**src/rtl/wake_cause_pkg.sv**
```systemverilog
package wake_cause_pkg;

  localparam int unsigned REG_W   = 8;
  localparam int unsigned NUM_SRC = 6;

  // Source index doubles as arbitration rank: lower index wins.
  localparam int unsigned IDX_FAULT = 0;
  localparam int unsigned IDX_PIN   = 1;
  localparam int unsigned IDX_WDT   = 2;
  localparam int unsigned IDX_ALARM = 3;
  localparam int unsigned IDX_ULP   = 4;
  localparam int unsigned IDX_IOC   = 5;

  localparam int unsigned POR_BIT = 0;

  localparam logic [REG_W-1:0] LO_IMPL_MASK = 8'hBD;
  localparam logic [REG_W-1:0] HI_IMPL_MASK = 8'h01;

  // Which status byte holds a given source flag.
  function automatic logic src_in_hi(input int unsigned idx);
    return (idx == IDX_IOC);
  endfunction

  // Bit position of a source flag within its byte.
  function automatic int unsigned src_bit(input int unsigned idx);
    int unsigned pos;
    case (idx)
      IDX_FAULT: pos = 7;
      IDX_PIN:   pos = 2;
      IDX_WDT:   pos = 4;
      IDX_ALARM: pos = 3;
      IDX_ULP:   pos = 5;
      default:   pos = 0;
    endcase
    return pos;
  endfunction

endpackage

```
**src/rtl/wake_arbiter.sv**
```systemverilog
module wake_arbiter
  import wake_cause_pkg::*;
#(
  parameter int unsigned N = NUM_SRC
) (
  input  logic         clk,
  input  logic         rst_n,
  input  logic         sleep_active,
  input  logic [N-1:0] req,
  output logic [N-1:0] grant,
  output logic         locked
);

  logic         locked_q;
  logic         locked_d;
  logic [N-1:0] qual;
  logic         any_grant;

  // Requests only count inside an unlocked episode.
  always_comb begin
    qual = (sleep_active && !locked_q) ? req : '0;
  end

  // Fixed priority: lowest index wins.
  always_comb begin
    logic seen;
    seen  = 1'b0;
    grant = '0;
    for (int i = 0; i < int'(N); i++) begin
      if (qual[i] && !seen) begin
        grant[i] = 1'b1;
      end
      seen = seen | qual[i];
    end
  end

  assign any_grant = |grant;

  // The lock drops whenever sleep is low and is set by a grant.
  always_comb begin
    locked_d = locked_q;
    if (!sleep_active) begin
      locked_d = 1'b0;
    end else if (any_grant) begin
      locked_d = 1'b1;
    end
  end

  always_ff @(posedge clk or negedge rst_n) begin
    if (!rst_n) begin
      locked_q <= 1'b0;
    end else begin
      locked_q <= locked_d;
    end
  end

  assign locked = locked_q;

  // never more than one source granted in a cycle
  a_r8_single_grant: assert property (@(posedge clk) disable iff (!rst_n)
    $onehot0(grant));

  // a grant in a sleeping cycle leaves capture locked
  a_r9_lock_after_grant: assert property (@(posedge clk) disable iff (!rst_n)
    (any_grant && sleep_active) |=> locked);

endmodule

```
**src/rtl/wake_flag_bank.sv**
```systemverilog
module wake_flag_bank
  import wake_cause_pkg::*;
#(
  parameter int unsigned N = NUM_SRC,
  parameter int unsigned W = REG_W
) (
  input  logic         clk,
  input  logic         rst_n,
  input  logic [N-1:0] hw_set,
  input  logic         por_event,
  input  logic         wr_en,
  input  logic         wr_sel_hi,
  input  logic [W-1:0] wdata,
  output logic [N-1:0] flags,
  output logic         por_flag
);

  logic [N-1:0] flags_q;
  logic [N-1:0] flags_d;
  logic         por_q;
  logic         por_d;

  for (genvar g = 0; g < int'(N); g++) begin : g_flag
    localparam logic        IN_HI = src_in_hi(g);
    localparam int unsigned POS   = src_bit(g);
    logic wr_hit;

    assign wr_hit = wr_en && (wr_sel_hi == IN_HI);

    // A hardware set takes precedence over a software write.
    always_comb begin
      flags_d[g] = flags_q[g];
      if (hw_set[g]) begin
        flags_d[g] = 1'b1;
      end else if (wr_hit) begin
        flags_d[g] = wdata[POS];
      end
    end
  end

  always_comb begin
    por_d = por_q;
    if (por_event) begin
      por_d = 1'b1;
    end else if (wr_en && !wr_sel_hi) begin
      por_d = wdata[POR_BIT];
    end
  end

  always_ff @(posedge clk or negedge rst_n) begin
    if (!rst_n) begin
      flags_q <= '0;
      por_q   <= 1'b1;
    end else begin
      flags_q <= flags_d;
      por_q   <= por_d;
    end
  end

  assign flags    = flags_q;
  assign por_flag = por_q;

  // a power-on event always leaves its flag set
  a_r6_por_sets: assert property (@(posedge clk) disable iff (!rst_n)
    por_event |=> por_flag);

  // a hardware set is never lost to a concurrent write
  a_r11_hw_wins: assert property (@(posedge clk) disable iff (!rst_n)
    (|hw_set) |=> ((flags & $past(hw_set)) == $past(hw_set)));

endmodule

```
**src/rtl/wake_read_mux.sv**
```systemverilog
module wake_read_mux
  import wake_cause_pkg::*;
#(
  parameter int unsigned N = NUM_SRC,
  parameter int unsigned W = REG_W
) (
  input  logic [N-1:0] flags,
  input  logic         por_flag,
  input  logic         sel_hi,
  output logic [W-1:0] rdata
);

  logic [W-1:0] lo_byte;
  logic [W-1:0] hi_byte;

  always_comb begin
    lo_byte          = '0;
    hi_byte          = '0;
    lo_byte[POR_BIT] = por_flag;
    for (int unsigned i = 0; i < N; i++) begin
      if (src_in_hi(i)) begin
        hi_byte[src_bit(i)] = flags[i];
      end else begin
        lo_byte[src_bit(i)] = flags[i];
      end
    end
  end

  assign rdata = sel_hi ? hi_byte : lo_byte;

endmodule

```
**src/rtl/wake_cause_reg.sv**
```systemverilog
module wake_cause_reg
  import wake_cause_pkg::*;
(
  input  logic       clk,
  input  logic       rst_n,
  input  logic       sleep_active,
  input  logic       ev_fault,
  input  logic       ev_pin_reset,
  input  logic       ev_wdt,
  input  logic       ev_alarm,
  input  logic       ev_ulp,
  input  logic       ev_ioc,
  input  logic       ev_por,
  input  logic       reg_sel_hi,
  input  logic       reg_wr,
  input  logic [7:0] reg_wdata,
  output logic [7:0] reg_rdata
);

  logic [NUM_SRC-1:0] req;
  logic [NUM_SRC-1:0] grant;
  logic [NUM_SRC-1:0] flags;
  logic               por_flag;
  logic               locked;

  // Request vector in arbitration order.
  always_comb begin
    req            = '0;
    req[IDX_FAULT] = ev_fault;
    req[IDX_PIN]   = ev_pin_reset;
    req[IDX_WDT]   = ev_wdt;
    req[IDX_ALARM] = ev_alarm;
    req[IDX_ULP]   = ev_ulp;
    req[IDX_IOC]   = ev_ioc;
  end

  wake_arbiter #(.N(NUM_SRC)) arb_i (
    .clk          (clk),
    .rst_n        (rst_n),
    .sleep_active (sleep_active),
    .req          (req),
    .grant        (grant),
    .locked       (locked)
  );

  wake_flag_bank #(.N(NUM_SRC), .W(REG_W)) bank_i (
    .clk       (clk),
    .rst_n     (rst_n),
    .hw_set    (grant),
    .por_event (ev_por),
    .wr_en     (reg_wr),
    .wr_sel_hi (reg_sel_hi),
    .wdata     (reg_wdata),
    .flags     (flags),
    .por_flag  (por_flag)
  );

  wake_read_mux #(.N(NUM_SRC), .W(REG_W)) mux_i (
    .flags    (flags),
    .por_flag (por_flag),
    .sel_hi   (reg_sel_hi),
    .rdata    (reg_rdata)
  );

  // awake and no write means no new source flag
  a_r5_awake_no_capture: assert property (@(posedge clk) disable iff (!rst_n)
    (!sleep_active && !reg_wr) |=> ((flags & ~$past(flags)) == '0));

  // a locked episode gains no new source flag
  a_r7_locked_no_capture: assert property (@(posedge clk) disable iff (!rst_n)
    (locked && !reg_wr) |=> ((flags & ~$past(flags)) == '0));

  // unimplemented bits always read zero
  a_r2_unimpl_zero: assert property (@(posedge clk) disable iff (!rst_n)
    (reg_rdata & ~(reg_sel_hi ? HI_IMPL_MASK : LO_IMPL_MASK)) == '0);

endmodule

```
**config.mk**
```make
export PLATFORM = sky130hd
export DESIGN_NAME = wake_cause_reg
export DESIGN_NICKNAME = d
export VERILOG_FILES = /design/src/rtl/wake_cause_pkg.sv /design/src/rtl/wake_arbiter.sv /design/src/rtl/wake_flag_bank.sv /design/src/rtl/wake_read_mux.sv /design/src/rtl/wake_cause_reg.sv
export SDC_FILE = /design/constraint.sdc
export NUM_CORES = 1
export LEC_CHECK = 0
export BUFFER_PORTS_ARGS = -buffer_cell sky130_fd_sc_hd__buf_2
export CORE_UTILIZATION = 37
export DETAILED_ROUTE_END_ITERATION = 12
export GPL_ROUTABILITY_DRIVEN = 0
export PLACE_DENSITY = 0.77
export SETUP_SLACK_MARGIN = 0.02
export SLEW_MARGIN = 0
export SYNTH_ARGS = -nofsm -noshare
export SYNTH_HDL_FRONTEND = slang
export SYNTH_HIERARCHICAL = 1
export SYNTH_SLANG_ARGS = --single-unit
```
**constraint.sdc**
```tcl
create_clock -name clk -period 1.2 [get_ports clk]
set_input_delay 0.3 -clock clk [delete_from_list [all_inputs] [get_ports clk]]
set_output_delay 0.3 -clock clk [all_outputs]
set_load 0.005 [all_outputs]
```
==> flow_summary.ini <==
[yosys]
synth-compound-area-share_pct = 5.721
yosysSeqAreaShare_pct = 40.05
synth_top_area_share_pct = 34.83
synth.cell_area_um2 = 503.0
synth_warnings = 6
synthMuxAreaShare_pct = 14.93
yosys-top-cells-count = nor2_1 (13), dfrtp_1 (7), mux2i_1 (6)
synth-main-ff-cell = dfrtp_1
synth_xor_area_share_pct = 0
async_reset_ff_share_pct = 100.0
synth_top_cell_by_area = dfrtp_1
synthDistinctLibCells = 20
syn_inst = 52
yosysMostFrequentCell = nor2_1
synth_edf_count = 0
syn_area_per_cell_um2 = 9.673
synth_top_family_by_area = simple AND/OR/NAND/NOR gates
synthSimpleGateAreaFrac_pct = 31.09
ys_ff_latch = 8
synth_fa_ha_area_share_pct = 0
ys_top_cells_by_area = dfrtp_1 (35%), mux2i_1 (12%), nor2_1 (9.7%), and2b_2 (8.7%), dfstp_2 (5.2%)

[pwr]
p_leak_uw = 0.0004029
ir_worst_vdd_v = 0.0006638
power_density_nw_per_um2 = 983.4

[final_layout]
area_growth_syn_to_layout_pct = 59.20
diodes = 0
seq_area_um2 = 201.4
multi_input_area_um2 = 322.8
layout-drive-gt1-share_pct = 55.17
final_design_area_no_fill_um2 = 800.8
fill_cells = 102
fin_cells = 101
nNetsFinal = 108

[floorplan]
core_um2 = 1186
die_y_um = 38.87
initial_core_util_pct = 42.41
io_pins = 28
die_w_um = 38.87
die_area_um2 = 1511
rows = 12

[status]
violations = setup timing
status = finished with violations

[grt]
grt_pass1_wl_mm = 1.952
grt_use_total_pct = 20.58
grt_pass1_vias = 452
grt_max_degree = 9
gr-total-overflow = 0
antenna_found_initial = 0

[route]
wire_per_inst_um = 12.85
drt-initial-drc-count = 11
drtPass1Iterations = 5
vias = 490
routed_wl_mm = 1.298
via_per_inst = 4.851
antenna_left = 0
drc = 0

[placement]
portBuffers = 23
placed_area_um2 = 663.1
dpl.cell_count = 93
hpwl_um = 844

[clock_tree]
ctsHtreeMaxLevel = 1
clk_pin_slew_ns = 0.05
cts_buffer_depth = 2
cts_buffers = 3
cts_tree = yes
cts_sinks = 8
cts-root-buf = clkbuf_4
clk_latency_ns = 0.26

[run]
max_cap_violations = 0

[worst_setup_path]
cp_max_fo = 2
reg2reg_slack_ns = 0.08
crit_required_ns = 0.90
arrival_ns = 1.00
setup.worst_path.class = register to output pin
startpoint_type = register
end_kind = output pin

[sta]
worst_clock_skew_ns = 0.01402
setup_viol = 6
worst_slack_ns = -0.1006
min_period_ns = 1.301
max_clock_freq_mhz = 768.9
hold-worst-slack_ns = 0.3122
hold_viol_final = 0
slew_viol_final = 0
rsz0062_at_grt = yes
fin_crit_sh_pct = 108.4

[min_path]
hold_path_class = input pin to register
-- cells in the final DEF (no fill, tap or decap), drive strengths merged --
cell / count
dfstp: 1
nor3b: 1
and2b: 5
dlygate4sd3: 1
inv: 3
nor4b: 1
buf: 32
nand2b: 2
a21boi: 1
nor2: 13
nor2b: 1
or4: 1
clkbuf: 4
o41a: 1
nor4: 2
conb: 2
a311o: 1
nor3: 1
mux2: 1
mux2i: 6
dfrtp: 7
-- critical path, cell delays in order, from the launching register on --
cell     delay (ns)
dfrtp_1        0.38
mux2_4         0.26
buf_6          0.11
-- worst paths after layout --
path / startpoint / to / depth (start not counted)
hold / removal: ev_ioc / arb_i/locked$_DFFE_PN0P_ / 2
hold reg to reg: bank_i/por_flag$_DFFE_PN1P_ / bank_i/por_flag$_DFFE_PN1P_ / 2
setup / recovery: bank_i/flags[5]$_DFFE_PN0P_ / reg_rdata[0] / 2
setup reg to reg: arb_i/locked$_DFFE_PN0P_ / bank_i/flags[0]$_DFFE_PN0P_ / 5
min in group asynchronous: rst_n / bank_i/flags[1]$_DFFE_PN0P_ / 2
max in group asynchronous: rst_n / bank_i/por_flag$_DFFE_PN1P_ / 2
-- kinds of logic after synthesis --
logic type | after synthesis
compound gates | 3
buf+inv | 6
flops | 8
mux | 7
other cells | 1
simple gates | 27
-- power breakdown --
part | total (uW) | switching [uW] | internal [uW] | leakage (uW)
clock network | 227 | 99.6 | 127 | 0.0000150
registers | 321 | 15.8 | 306 | 0.0000911
logic | 239 | 97.6 | 141 | 0.000297
-- registers in the layout (all words and copies together), names as in the netlist --
name / cells
arb_i/locked: 1
bank_i/por_flag: 1
bank_i/flags: 6
-- metal layers --
metal,track usage [%],vias to the layer above,routed length [um]
met5,0,-,0
met4,10.34,0,0
met1,23.83,229,545
met2,34.58,18,687
li1,-,243,-
met3,5.202,0,66
-- final cells by class --
class	count	share of cell area [%]
Tap cell	14	2.188
Multi-Input combinational cell	39	40.31
Inverter	3	1.406
Clock buffer	4	3.281
Sequential cell	8	25.16
Timing Repair Buffer	33	27.66
-- repair_timing --
item	4_1_cts	5_1_grt
hold buffers	1	0
gates resized for setup	6	7
pin swaps	0	5
buffers inserted	2	1
setup endpoints to repair	10	10
hold endpoints to repair	7	0
-- metrics by stage --
step | power (uW) | setup slack [ns] | TNS [ns] | util (%)
final | 787.5 | -0.1006 | -0.2588 | 67.51
after global routing | 832.1 | -0.1297 | -0.4440 | 67.51
after CTS | 762.8 | -0.1088 | -0.3004 | 62.97
after detailed placement | 502.7 | -0.2111 | -0.6861 | 55.91
after global placement | 496.1 | -0.1962 | -0.5858 | 55.91
after floorplan | 418.1 | -0.06338 | -0.07429 | -
Power figures use the tool's default switching activity.
